<file path="src/rtl/irlink_pkg.sv">
package irlink_pkg;
  localparam int ADDR_W     = 5;
  localparam int DATA_W     = 8;
  localparam int NUM_SRC    = 5;
  localparam int LOW_W      = DATA_W - NUM_SRC;
  localparam int SLOT_W     = 6;
  localparam int CNT_W      = SLOT_W + 1;
  localparam int BASE_SHIFT = 10;
  localparam int HI_W       = 32 - BASE_SHIFT - 2 * DATA_W;
  localparam int CFG_W      = 5;

  localparam logic [ADDR_W-1:0] OFS_RXSLOT  = 5'h00;
  localparam logic [ADDR_W-1:0] OFS_TXSLOT  = 5'h01;
  localparam logic [ADDR_W-1:0] OFS_BASE_HI = 5'h02;
  localparam logic [ADDR_W-1:0] OFS_BASE_LO = 5'h04;
  localparam logic [ADDR_W-1:0] OFS_BASE_MD = 5'h05;
  localparam logic [ADDR_W-1:0] OFS_RSIZE   = 5'h07;
  localparam logic [ADDR_W-1:0] OFS_PROMPT  = 5'h09;
  localparam logic [ADDR_W-1:0] OFS_ISTAT   = 5'h0C;
  localparam logic [ADDR_W-1:0] OFS_IEN     = 5'h0D;
  localparam logic [ADDR_W-1:0] OFS_CFG     = 5'h0E;
endpackage

</file>
<file path="src/rtl/irlink_size_dec.sv">
module irlink_size_dec #(
  parameter int CNT_W = 7
) (
  input  logic [3:0]       code,
  output logic [CNT_W-1:0] slots
);
  logic [2:0] shift;

  always_comb begin
    case (code)
      4'h1:    shift = 3'd3;
      4'h3:    shift = 3'd4;
      4'h7:    shift = 3'd5;
      4'hF:    shift = 3'd6;
      default: shift = 3'd2;
    endcase
    slots = CNT_W'(1) << shift;
  end

  // the decoded slot count is always a single power of two, at least 4
  always_comb begin
    p_size_onehot_r4: assert ($onehot(slots) && (slots >= CNT_W'(4)));
  end
endmodule

</file>
<file path="src/rtl/irlink_ring_cfg.sv">
module irlink_ring_cfg
  import irlink_pkg::*;
(
  input  logic              clk,
  input  logic              rst_n,
  input  logic              wr,
  input  logic [ADDR_W-1:0] addr,
  input  logic [DATA_W-1:0] wdata,
  output logic [SLOT_W-1:0] rx_slot,
  output logic [SLOT_W-1:0] tx_slot,
  output logic [HI_W-1:0]   base_hi,
  output logic [DATA_W-1:0] base_md,
  output logic [DATA_W-1:0] base_lo,
  output logic [DATA_W-1:0] rsize,
  output logic [31:0]       ring_base,
  output logic [CNT_W-1:0]  rx_slots,
  output logic [CNT_W-1:0]  tx_slots
);
  logic rx_en, tx_en, hi_en, md_en, lo_en, rs_en;
  logic [SLOT_W-1:0] rx_d, tx_d;
  logic [HI_W-1:0]   hi_d;
  logic [DATA_W-1:0] md_d, lo_d, rs_d;
  logic [1:0][CNT_W-1:0] dec_slots;

  always_comb begin
    rx_en = wr && (addr == OFS_RXSLOT);
    tx_en = wr && (addr == OFS_TXSLOT);
    hi_en = wr && (addr == OFS_BASE_HI);
    md_en = wr && (addr == OFS_BASE_MD);
    lo_en = wr && (addr == OFS_BASE_LO);
    rs_en = wr && (addr == OFS_RSIZE);
    rx_d  = wdata[SLOT_W-1:0];
    tx_d  = wdata[SLOT_W-1:0];
    hi_d  = wdata[HI_W-1:0];
    md_d  = wdata;
    lo_d  = wdata;
    rs_d  = wdata;
  end

  always_ff @(posedge clk or negedge rst_n) begin
    if (!rst_n) begin
      rx_slot <= '0;
      tx_slot <= '0;
      base_hi <= '0;
      base_md <= '0;
      base_lo <= '0;
      rsize   <= '0;
    end else begin
      if (rx_en) rx_slot <= rx_d;
      if (tx_en) tx_slot <= tx_d;
      if (hi_en) base_hi <= hi_d;
      if (md_en) base_md <= md_d;
      if (lo_en) base_lo <= lo_d;
      if (rs_en) rsize   <= rs_d;
    end
  end

  assign ring_base = {base_hi, base_md, base_lo, {BASE_SHIFT{1'b0}}};

  for (genvar g = 0; g < 2; g++) begin : g_dec
    irlink_size_dec #(.CNT_W(CNT_W)) u_dec (
      .code  (rsize[4*g +: 4]),
      .slots (dec_slots[g])
    );
  end

  assign rx_slots = dec_slots[0];
  assign tx_slots = dec_slots[1];

  // slot indices change only through their own offsets
  p_rxslot_hold_r2: assert property (@(posedge clk) disable iff (!rst_n)
    !(wr && addr == OFS_RXSLOT) |=> $stable(rx_slot));
  p_txslot_hold_r2: assert property (@(posedge clk) disable iff (!rst_n)
    !(wr && addr == OFS_TXSLOT) |=> $stable(tx_slot));
  // the assembled base changes only after a write to one of its three bytes
  p_base_hold_r3: assert property (@(posedge clk) disable iff (!rst_n)
    !(wr && (addr == OFS_BASE_HI || addr == OFS_BASE_MD || addr == OFS_BASE_LO))
      |=> $stable(ring_base));
endmodule

</file>
<file path="src/rtl/irlink_irq_ctrl.sv">
module irlink_irq_ctrl #(
  parameter int NUM_SRC = 5
) (
  input  logic               clk,
  input  logic               rst_n,
  input  logic               sts_wr,
  input  logic               en_wr,
  input  logic [NUM_SRC-1:0] wsrc,
  input  logic [NUM_SRC-1:0] evt,
  output logic [NUM_SRC-1:0] sts,
  output logic [NUM_SRC-1:0] en,
  output logic               irq
);
  logic [NUM_SRC-1:0] clr_mask;
  logic [NUM_SRC-1:0] sts_d;
  logic               sts_ce;

  always_comb begin
    clr_mask = sts_wr ? wsrc : '0;
    sts_d    = (sts & ~clr_mask) | evt;
    sts_ce   = sts_wr || (evt != '0);
  end

  always_ff @(posedge clk or negedge rst_n) begin
    if (!rst_n) begin
      sts <= '0;
      en  <= '0;
    end else begin
      if (sts_ce) sts <= sts_d;
      if (en_wr)  en  <= wsrc;
    end
  end

  assign irq = |(sts & en);

  // an event pulse leaves its status bit set
  p_evt_sets_r6: assert property (@(posedge clk) disable iff (!rst_n)
    (evt != '0) |=> ((sts & $past(evt)) == $past(evt)));
  // a clearing write removes the bits it names unless an event arrives
  p_w1c_clears_r7: assert property (@(posedge clk) disable iff (!rst_n)
    sts_wr |=> ((sts & $past(wsrc & ~evt)) == '0));
  // no write and no event leaves status untouched
  p_sts_hold_r7: assert property (@(posedge clk) disable iff (!rst_n)
    (!sts_wr && evt == '0) |=> $stable(sts));
  // an event beats a simultaneous clear
  p_evt_wins_r8: assert property (@(posedge clk) disable iff (!rst_n)
    (sts_wr && (evt & wsrc) != '0) |=> ((sts & $past(evt & wsrc)) == $past(evt & wsrc)));
  // the enable mask changes only on its own write
  p_en_hold_r9: assert property (@(posedge clk) disable iff (!rst_n)
    !en_wr |=> $stable(en));
endmodule

</file>
<file path="src/rtl/irlink_regbank.sv">
module irlink_regbank
  import irlink_pkg::*;
(
  input  logic              clk,
  input  logic              rst_n,
  input  logic              host_wr,
  input  logic              host_rd,
  input  logic [4:0]        host_addr,
  input  logic [7:0]        host_wdata,
  output logic [7:0]        host_rdata,
  input  logic [4:0]        evt,
  output logic              irq,
  output logic [5:0]        rx_slot,
  output logic [5:0]        tx_slot,
  output logic [31:0]       ring_base,
  output logic [6:0]        rx_ring_slots,
  output logic [6:0]        tx_ring_slots,
  output logic              prompt,
  output logic              ctrl_off
);
  logic [HI_W-1:0]    base_hi;
  logic [DATA_W-1:0]  base_md, base_lo, rsize;
  logic [NUM_SRC-1:0] sts, en;
  logic               sts_wr, en_wr;

  logic [CFG_W-1:0]   cfg_q, cfg_d;
  logic               cfg_en;
  logic               prompt_d;
  logic [DATA_W-1:0]  rd_mux, rdata_d;

  irlink_ring_cfg u_ring (
    .clk       (clk),
    .rst_n     (rst_n),
    .wr        (host_wr),
    .addr      (host_addr),
    .wdata     (host_wdata),
    .rx_slot   (rx_slot),
    .tx_slot   (tx_slot),
    .base_hi   (base_hi),
    .base_md   (base_md),
    .base_lo   (base_lo),
    .rsize     (rsize),
    .ring_base (ring_base),
    .rx_slots  (rx_ring_slots),
    .tx_slots  (tx_ring_slots)
  );

  assign sts_wr = host_wr && (host_addr == OFS_ISTAT);
  assign en_wr  = host_wr && (host_addr == OFS_IEN);

  irlink_irq_ctrl #(.NUM_SRC(NUM_SRC)) u_irq (
    .clk    (clk),
    .rst_n  (rst_n),
    .sts_wr (sts_wr),
    .en_wr  (en_wr),
    .wsrc   (host_wdata[DATA_W-1:LOW_W]),
    .evt    (evt),
    .sts    (sts),
    .en     (en),
    .irq    (irq)
  );

  always_comb begin
    cfg_en   = host_wr && (host_addr == OFS_CFG);
    cfg_d    = host_wdata[CFG_W-1:0];
    prompt_d = host_wr && (host_addr == OFS_PROMPT) && host_wdata[0];
    case (host_addr)
      OFS_RXSLOT:  rd_mux = DATA_W'(rx_slot);
      OFS_TXSLOT:  rd_mux = DATA_W'(tx_slot);
      OFS_BASE_HI: rd_mux = DATA_W'(base_hi);
      OFS_BASE_LO: rd_mux = base_lo;
      OFS_BASE_MD: rd_mux = base_md;
      OFS_RSIZE:   rd_mux = rsize;
      OFS_ISTAT:   rd_mux = {sts, {LOW_W{1'b1}}};
      OFS_IEN:     rd_mux = {en, {LOW_W{1'b1}}};
      OFS_CFG:     rd_mux = DATA_W'(cfg_q);
      default:     rd_mux = '0;
    endcase
    rdata_d = rd_mux;
  end

  always_ff @(posedge clk or negedge rst_n) begin
    if (!rst_n) begin
      cfg_q      <= '0;
      prompt     <= 1'b0;
      host_rdata <= '0;
    end else begin
      if (cfg_en)  cfg_q      <= cfg_d;
      if (host_rd) host_rdata <= rdata_d;
      prompt <= prompt_d;
    end
  end

  assign ctrl_off = cfg_q[0] | cfg_q[1];

  // a prompt pulse is always caused by a prompt write one cycle earlier
  p_prompt_src_r5: assert property (@(posedge clk) disable iff (!rst_n)
    prompt |-> $past(host_wr && host_addr == OFS_PROMPT && host_wdata[0]));
  // a pulse lasts one cycle unless another prompt write follows
  p_prompt_single_r5: assert property (@(posedge clk) disable iff (!rst_n)
    (prompt && !(host_wr && host_addr == OFS_PROMPT && host_wdata[0])) |=> !prompt);
  // configuration changes only on its own write
  p_cfg_hold_r11: assert property (@(posedge clk) disable iff (!rst_n)
    !cfg_en |=> $stable(ctrl_off));
  // read data holds without a read strobe
  p_rdata_hold_r13: assert property (@(posedge clk) disable iff (!rst_n)
    !host_rd |=> $stable(host_rdata));
  // the interrupt needs at least one enabled source
  p_irq_needs_en_r10: assert property (@(posedge clk) disable iff (!rst_n)
    irq |-> (en != '0) && (sts != '0));
endmodule

</file>
<file path="config.mk">
export PLATFORM = sky130hd
export DESIGN_NAME = irlink_regbank
export DESIGN_NICKNAME = d
export VERILOG_FILES = /design/src/rtl/irlink_pkg.sv /design/src/rtl/irlink_size_dec.sv /design/src/rtl/irlink_ring_cfg.sv /design/src/rtl/irlink_irq_ctrl.sv /design/src/rtl/irlink_regbank.sv
export SDC_FILE = /design/constraint.sdc
export NUM_CORES = 1
export LEC_CHECK = 0
export ABC_AREA = 1
export BUFFER_PORTS_ARGS = -buffer_cell sky130_fd_sc_hd__buf_2
export CAP_MARGIN = 20
export CORE_AREA = 2 2 96 98
export DETAILED_ROUTE_END_ITERATION = 12
export DIE_AREA = 0 0 98 100
export PLACE_DENSITY_LB_ADDON = 0.12
export SYNTH_ARGS = -nofsm -noshare
export SYNTH_HDL_FRONTEND = slang
export SYNTH_SLANG_ARGS = --single-unit
</file>
<file path="constraint.sdc">
create_clock -name clk -period 1.1 [get_ports clk]
set_input_delay 0.275 -clock clk [delete_from_list [all_inputs] [get_ports clk]]
set_output_delay 0.275 -clock clk [all_outputs]
set_load 0.1 [all_outputs]
</file>
### Word-level counts from Yosys, hierarchy flattened

Index checks and enable logic that the tools add are counted.

* register bits: 66
* input port bits: 22

* equal/unequal tests: 17
* shift operators: 2
* muxes and demuxes: 4
* bitwise logic cells: 5
* reduce and logical (&&, ||, !) cells: 15

Operators with widths (count)
* case mux 8 bit (9 select lines): 1
* case mux 3 bit (4 select lines): 2
* equality test 5 x 4 -> 1 bit, second input constant: 4
* equality test 5 x 3 -> 1 bit, second input constant: 3
* << shifter 1 x 3 -> 7 bit, first input constant: 2
* logical AND 1 bit: 11
* bitwise AND 5 bit: 2
* equality test 4 x 1 -> 1 bit, second input constant: 2
* equality test 4 x 2 -> 1 bit, second input constant: 2
* equality test 4 x 3 -> 1 bit, second input constant: 2
* equality test 4 bit, second input constant: 2
* equality test 5 x 1 -> 1 bit, second input constant: 1
* equality test 5 x 2 -> 1 bit, second input constant: 1
* zero test 5 bit: 1
* 2-to-1 mux 5 bit: 1
* inverter 5 bit: 1
* OR 5 bit: 1
* nonzero test 5 bit: 1
* OR reduction 5 bit: 1
* logical OR 1 bit: 1
* OR 1 bit: 1

### Depth between registers and ports, before layout

Gate-level depths: netlist of run 1.

* depth in word-level cells: 6
* depth in mapped cells: 11
* gate-level depth less buffers: 10

### By module

From an unflattened synthesis of run 1, not the netlist that was laid out.

* cells, all modules: 515
* area total of the unflattened synthesis: 3811.2 sq um

Modules (own cells, without submodules)
* irlink_ring_cfg: times used 1, cells an instance 231, area an instance 2021.9 sq um, seq. area each 1051.0 sq um
* irlink_regbank: times used 1, cells an instance 199, area an instance 1203.7 sq um, seq. area each 350.3 sq um
* irlink_irq_ctrl: times used 1, cells an instance 47, area an instance 417.9 sq um, seq. area each 250.2 sq um
* irlink_size_dec: times used 2, cells an instance 19, area an instance 83.8 sq um, seq. area each 0.0 sq um

### Least setup slack after synthesis of run 1

OpenSTA, ideal clock, no wires.

* path type: register -> output
* from: register u_ring.rsize[6]
* to: output tx_ring_slots[2]
* arrival time: 4.073 ns
* required time: 0.825 ns
* slack: -3.248 ns
* cell stages (with the launch flop): 5
* path buffers: 0
* cell sequence: dfrtp_1 > inv_1 > nand2_1 > nor3_1 > nor3_1

* longest elaborated chain between the ends: 3

Ends and longest elaborated chain
* start: declaration: line irlink_ring_cfg.sv:14 `output logic [DATA_W-1:0] rsize,`
* start signal: assignment: line irlink_ring_cfg.sv:54 `if (rs_en) rsize <= rs_d;`
* equality test 4 bit, or another cell as far along: line irlink_size_dec.sv:10 `case (code)`
* case mux 3 bit (4 select lines) *: line irlink_size_dec.sv:10
* << shifter 1 x 3 -> 7 bit *: line irlink_size_dec.sv:17 `slots = CNT_W'(1) << shift;`
* end: declaration: line irlink_regbank.sv:17 `output logic [6:0] tx_ring_slots,`

Mark *: on every way between the ends. The rest lies on a longest branch, timed or not.

### Final worst setup path of run 1

Ends and elaborated chain as after synthesis.

==> results.py, run 1 <==
metrics = {
    "route": {
        "detail_route.vias_per_cell": 4.97,
        "wirelength_mm": 11.5,
        "vias": 3611,
        "wire_per_inst_um": 15.8,
        "drc": 0,
        "ant_nets": 0,
        "dr.pass1.iters": 5,
        "dr.first_iter.drc_count": 201,
    },
    "die": {
        "initial_utilization": 0.385,
        "fp.dieArea_um2": 9800,
        "coreArea_um2": 8890,
        "io_pins": 91,
        "die_h_um": 100,
        "rows": 35,
        "fp.dieW_um": 98,
    },
    "hold_path": {
        "hp-class": "in -> reg",
    },
    "synth": {
        "synthesis.area_um2": 3420,
        "yosysSeqAreaShare": 0.483,
        "synth_top_area_cell": "dfrtp_1",
        "synth_top_area_frac": 0.483,
        "ys_warn_count": 0,
        "netlist_top_cells_area": "dfrtp_1 48%, nand2_1 15%, o21ai_1 4.1%",
        "synth_cells": 424,
        "ys_seq_elements": 66,
        "synth_area_per_cell_um2": 8.07,
        "synth_cell_types": 26,
    },
    "worst_setup_path": {
        "r2r_start": "u_ring.rsize[1]",
        "reg2reg_depth": 7,
        "required_ns": 0.82,
        "crit_fanout": 3,
        "reg2reg_to": "host_rdata[1]",
        "cp-endpoint": "tx_ring_slots[2]",
        "critPathKind": "reg -> out",
        "crit_start": "u_ring.rsize[6]",
        "cp-start-kind": "flip-flop",
        "end_kind": "output pin",
        "ff2ff_setup_slack_ns": -0.11,
        "arrival_ns": 1.40,
    },
    "finish": {
        "area_delta_synth_final_pct": 84.5,
        "post-route-util": 0.710,
        "insertedDiodeCount": 0,
        "drive_gt1_frac": 0.549,
        "final_area_um2": 6310,
        "nets": 633,
    },
    "sta": {
        "finalCritPeriodShare": 1.52,
        "period_needed_ns": 1.67,
        "rsz0062_at_grt": "true",
        "finClkSkew_ns": 0.00919,
        "finalSetupViolCount": 62,
        "whs_ns": 0.105,
        "fmax_mhz": 598,
        "finalMaxSlewViolations": 0,
        "finalWorstSetupSlack_ns": -0.571,
        "hold_viol_final": 0,
    },
    "global_route": {
        "first_global_vias": 3617,
        "grt_overflow": 0,
        "grt_pass1_wl_mm": 18.1,
        "grt_max_degree": 26,
        "grt_util_all_layers": 0.238,
        "antenna_found_initial": 0,
    },
    "place": {
        "dpl_cell_area_um2": 5410,
        "place.port_buffers": 76,
        "dp_hpwl_mm": 8.04,
        "gp_congestion": 0.908,
    },
    "cts": {
        "cts-buffers-inserted": 9,
        "clk_pin_slew_worst_paths_ns": 0.08,
        "insertion_delay_ns": 0.35,
        "clockBufferDepth": 2,
        "root_buffer": "clkbuf_8",
        "h-tree-depth": 3,
        "tritoncts": "built",
        "clock-sinks": 66,
    },
    "run_status": {
        "outcome": "complete, but fails checks",
        "violations": "setup timing",
    },
    "power_and_ir_drop": {
        "power_density_nw_per_um2": 1810,
        "p_leak_nw": 3.00,
        "max-vdd-ir-drop_mv": 1.12,
        "p_total_mw": 11.4,
    },
    "flow_run": {
        "maxCapViolCount": 0,
    },
}
## power breakdown
part	switching [mW]	internal (mW)	total (mW)	leakage, nW
combinational	3.68	2.39	6.08	2.14
clock	0.946	1.00	1.95	0.0927
sequential	0.468	2.91	3.37	0.771
## state kept, by name, indices dropped and copies added, names as in the netlist
register / cells
host_rdata: 8
u_ring.base_lo: 8
u_ring.base_md: 8
u_ring.rsize: 8
u_ring.base_hi: 6
u_ring.rx_slot: 6
u_ring.tx_slot: 6
cfg_q: 5
u_irq.en: 5
u_irq.sts: 5
prompt: 1
## worst max-delay path: stages (launching register included)
cell     delay, ns
dfrtp_2       0.44
inv_2         0.09
nand2_2       0.06
nor3_4        0.21
nor3_4        0.06
buf_12        0.17
## metrics by stage
| stage | instances | setup TNS [ns] | setup WS, ns |
|---|---|---|---|
| 3_3_place_gp | 660 | -19.06 | -0.373 |
| 5_1_grt | 727 | -15.86 | -0.633 |
| 3_5_place_dp | 660 | -19.69 | -0.361 |
| 4_1_cts | 719 | -14.50 | -0.593 |
| 2_1_floorplan | 437 | -7.60 | -0.894 |
| 6_report | 727 | -13.89 | -0.571 |
## cells in the final DEF, fill, tap and decap left out, types with 2 or more instances in the layout
| cell type | Yosys | final |
|---|---|---|
| dfrtp_4 | 0 | 15 |
| dfrtp_2 | 0 | 34 |
| nand2_8 | 0 | 3 |
| nand4_1 | 21 | 21 |
| conb_1 | 1 | 14 |
| nor3_1 | 9 | 4 |
| nand2_4 | 3 | 10 |
| buf_6 | 4 | 34 |
| buf_12 | 0 | 61 |
| nor3_4 | 0 | 5 |
| nand2_2 | 5 | 17 |
| o21ai_0 | 16 | 9 |
| clkbuf_8 | 0 | 12 |
| buf_2 | 5 | 17 |
| inv_4 | 1 | 2 |
| nand3_1 | 24 | 14 |
| nand2_1 | 141 | 120 |
| nor2_2 | 1 | 5 |
| nand3_4 | 0 | 3 |
| nor2_1 | 23 | 12 |
| nor2_4 | 7 | 14 |
| o21ai_1 | 28 | 35 |
| inv_1 | 30 | 28 |
| o21ai_2 | 14 | 14 |
| clkbuf_1 | 1 | 2 |
| inv_2 | 3 | 4 |
| buf_4 | 16 | 73 |
| nand3_2 | 1 | 8 |
| dfrtp_1 | 66 | 17 |
## routing by layer
layer  track usage  share of wire
met1         0.318           0.42
met2         0.395           0.51
met3        0.0286          0.052
met4         0.101          0.019
met5             0              0
## cell families after synthesis
| group | count (synthesis) | share of synthesized area |
|---|---|---|
| DFF | 66 | 0.483 |
| other | 1 | 0.00110 |
| AOI/OAI and AO/OA | 60 | 0.105 |
| buffers and inverters | 61 | 0.0962 |
| and+or+nand+nor | 236 | 0.315 |
## cell usage after synthesis
| master | number |
|---|---|
| nand2_1 | 141 |
| dfrtp_1 | 66 |
| inv_1 | 30 |
| o21ai_1 | 28 |
| nand3_1 | 24 |
| nor2_1 | 23 |
| nand4_1 | 21 |
| buf_4 | 16 |
| o21ai_0 | 16 |
| o21ai_2 | 14 |
| nor3_1 | 9 |
| nor2_4 | 7 |
| buf_2 | 5 |
| nand2_2 | 5 |
| buf_6 | 4 |
| inv_2 | 3 |
| nand2_4 | 3 |
| a221oi_1 | 1 |
| clkbuf_1 | 1 |
| clkinv_2 | 1 |
| conb_1 | 1 |
| inv_4 | 1 |
| nand3_2 | 1 |
| nor2_2 | 1 |
| o21bai_1 | 1 |
| or2_2 | 1 |
## worst min-delay path by stage
stage	startpoint	to	slack, ns	cells after the start
after floorplan	rst_n	cfg_q[0]	-0.02	0
after CTS	evt[3]	u_irq.sts[3]	0.10	3
after detailed placement	rst_n	u_ring.base_lo[2]	0.18	1
after global placement	rst_n	u_ring.base_lo[1]	0.18	1
after global routing	host_addr[4]	prompt	0.11	2
final	host_addr[4]	prompt	0.11	2
## repair_timing
item	CTS	global route
endpoints found under the setup margin	61	102
hold buffers	1	0
pin swaps	25	48
gates resized for setup	37	55
endpoints found under the hold margin	6	0
setup buffers	45	13
cloned	0	1
## final cells by class
class | count | area (um2)
repair buffers | 188 | 2260
clock buffers | 14 | 173
multi-input cells | 311 | 1840
fillers | 646 | 2580
flip-flops and latches | 66 | 1750
clock inverters | 2 | 12.5
well taps | 111 | 139
inverters | 35 | 141
(Power assumes the default switching activity.)
==> inputs of run 2 (changes only) <==
ABC_AREA = unset   (was 1)
==> run 2 against run 1 <==
- the run still ends with setup timing left
- via count down 11%
- largest power group unchanged
- sequential power about the same
- final area up 8.1%
- worst setup slack worse by 0.078 ns
- highest routed layer unchanged
- total power up 5.6%
- clock skew up 0.0018 ns
- flip-flop and latch count unchanged
- clock-buffer cell count unchanged
- synthesized cell count down 30%
- critical path type unchanged
- first-iteration DRC count down 24%
==> results.py, run 2 <==
metrics = {
    "global_route": {
        "grt_util_all_layers": 0.239,
        "first_global_vias": 3411,
        "grt_max_degree": 67,
        "antenna_found_initial": 0,
        "grt_pass1_wl_mm": 18.2,
        "grt_overflow": 0,
    },
    "cts": {
        "h-tree-depth": 3,
        "clockBufferDepth": 2,
        "root_buffer": "clkbuf_8",
        "tritoncts": "built",
        "insertion_delay_ns": 0.35,
        "cts-buffers-inserted": 9,
        "clock-sinks": 66,
        "clk_pin_slew_worst_paths_ns": 0.07,
    },
    "run_status": {
        "outcome": "complete, but fails checks",
        "violations": "setup timing",
    },
    "flow_run": {
        "maxCapViolCount": 0,
    },
    "finish": {
        "final_area_um2": 6820,
        "drive_gt1_frac": 0.767,
        "area_delta_synth_final_pct": 98.6,
        "post-route-util": 0.767,
        "insertedDiodeCount": 0,
        "most-common-layout-cells": "76 x buf_4, 65 x buf_12, 57 x buf_6",
        "layout_commonest_cell": "buf_4",
        "nets": 533,
    },
    "worst_setup_path": {
        "critPathKind": "reg -> out",
        "required_ns": 0.82,
        "cp-start-kind": "flip-flop",
        "arrival_ns": 1.47,
        "crit_fanout": 2,
        "end_kind": "output pin",
    },
    "synth": {
        "netlist_top_cells_area": "dfrtp_1 48%, mux2_2 11%, mux2_4 5.7%",
        "yosysSeqAreaShare": 0.481,
        "synth_top_area_cell": "dfrtp_1",
        "synthFlopType": "dfrtp_1",
        "ys_seq_elements": 66,
        "synth_area_per_cell_um2": 11.6,
        "synthesis.area_um2": 3440,
        "synth_common_cells": "66 x dfrtp_1, 35 x mux2_2, 23 x nand2_1",
        "synth_cell_types": 49,
        "yosys.cell_count.top_type": "dfrtp_1",
        "async_flop_share": 1.00,
        "synth_edf_count": 0,
        "synth_top_area_frac": 0.481,
        "synth_cells": 295,
        "ys_warn_count": 0,
    },
    "die": {
        "io_pins": 91,
        "rows": 35,
        "fp.dieW_um": 98,
        "die_h_um": 100,
        "fp.dieArea_um2": 9800,
        "initial_utilization": 0.386,
        "coreArea_um2": 8890,
    },
    "place": {
        "place.port_buffers": 76,
        "gp_congestion": 0.897,
        "dpl_cell_area_um2": 5780,
        "dp_hpwl_mm": 7.66,
    },
    "route": {
        "drc": 0,
        "ant_nets": 0,
        "wire_per_inst_um": 18.1,
        "detail_route.vias_per_cell": 5.10,
        "dr.first_iter.drc_count": 153,
        "vias": 3197,
        "wirelength_mm": 11.4,
        "dr.pass1.iters": 4,
    },
    "sta": {
        "setup_tns_ns": -18.75,
        "rsz0062_at_grt": "true",
        "fmax_mhz": 572,
        "finalSetupViolCount": 101,
        "finClkSkew_ns": 0.0110,
        "hold_viol_final": 0,
        "period_needed_ns": 1.75,
        "finalMaxSlewViolations": 0,
        "finalWorstSetupSlack_ns": -0.649,
        "finalCritPeriodShare": 1.59,
    },
    "power_and_ir_drop": {
        "power_density_nw_per_um2": 1760,
        "max-vdd-ir-drop_mv": 1.33,
        "p_leak_nw": 2.99,
    },
    "hold_path": {
        "hp-class": "in -> reg",
    },
}
## run 2: cell count changes after synthesis, sizes merged, moves of 5 or more
cell / change
nand2: -124
o21ai: -50
mux2: +48
inv: -22
nand4: -21
nor2: -20
nand3: -14
mux2i: +9
o22ai: +9
a22oi: +8
a21o: +5
a21oi: +5
## run 2: worst paths after layout
check                                    endpoint              start  slack [ns]  cells after the start
worst max register to register      host_rdata[4]  u_ring.tx_slot[4]       -0.36                      5
min in group asynchronous       u_ring.rx_slot[2]              rst_n        0.46                      3
worst max-delay path                          irq        u_irq.en[0]       -0.65                      4
max in group asynchronous       u_ring.base_md[4]              rst_n        0.29                      3
worst min register to register           cfg_q[3]           cfg_q[3]        0.53                      1
worst min-delay path                 u_irq.sts[0]             evt[0]         0.1                      2
## run 2: cells by family (layout without fill, tap and decap cells)
family / after synthesis / after routing / synth area share
other cells: 1 / 14 / 0.00109
mux: 57 / 57 / 0.198
flops: 66 / 66 / 0.481
simple gates: 80 / 81 / 0.143
compound gates: 51 / 51 / 0.106
buf+inv: 39 / 246 / 0.0681
xor+xnor: 1 / 1 / 0.00255
## run 2: per-stage QoR
step	cells	power (mW)	setup slack, ns	hold WS, ns
final	627	12.0	-0.649	0.0999
after global routing	627	12.4	-0.704	0.107
after CTS	617	11.9	-0.668	0.0923
after detailed placement	562	9.20	-0.534	0.320
after global placement	562	9.14	-0.505	0.322
after floorplan	308	6.80	-0.752	-0.0206
## run 2: per-layer routing
metal	GRT usage	vias up	part of all wire
met5	0	-	0
met4	0.109	0	0.026
met3	0.0376	27	0.049
met2	0.383	104	0.49
met1	0.321	1587	0.43
li1	-	1479	-
## run 2: power by group
part	switching [mW]	total (mW)	internal [mW]
sequential	0.429	3.35	2.92
combinational	3.76	6.83	3.06
clock	0.925	1.87	0.941
## run 2: area by class of cell
class / count / area (um2)
multi-input cells: 204 / 2060
well taps: 111 / 139
clock buffers: 14 / 163
fillers: 542 / 2070
inverters: 12 / 47.5
flip-flops and latches: 66 / 1750
repair buffers: 218 / 2650
clock inverters: 2 / 12.5
## run 2: critical path: stages, from the launching register on
cell and delay, ns:
dfrtp_1 0.38, a222oi_1 0.34, buf_4 0.18, nand2_4 0.05
buf_12 0.17
## run 2: repair_timing
item / in CTS / in global routing
endpoints found under the setup margin: 113 / 117
gates cloned: 1 / 0
hold buffers: 1 / 0
resized for setup: 96 / 24
buffers inserted: 39 / 12
pin swaps: 29 / 20
hold endpoints to repair: 66 / 0
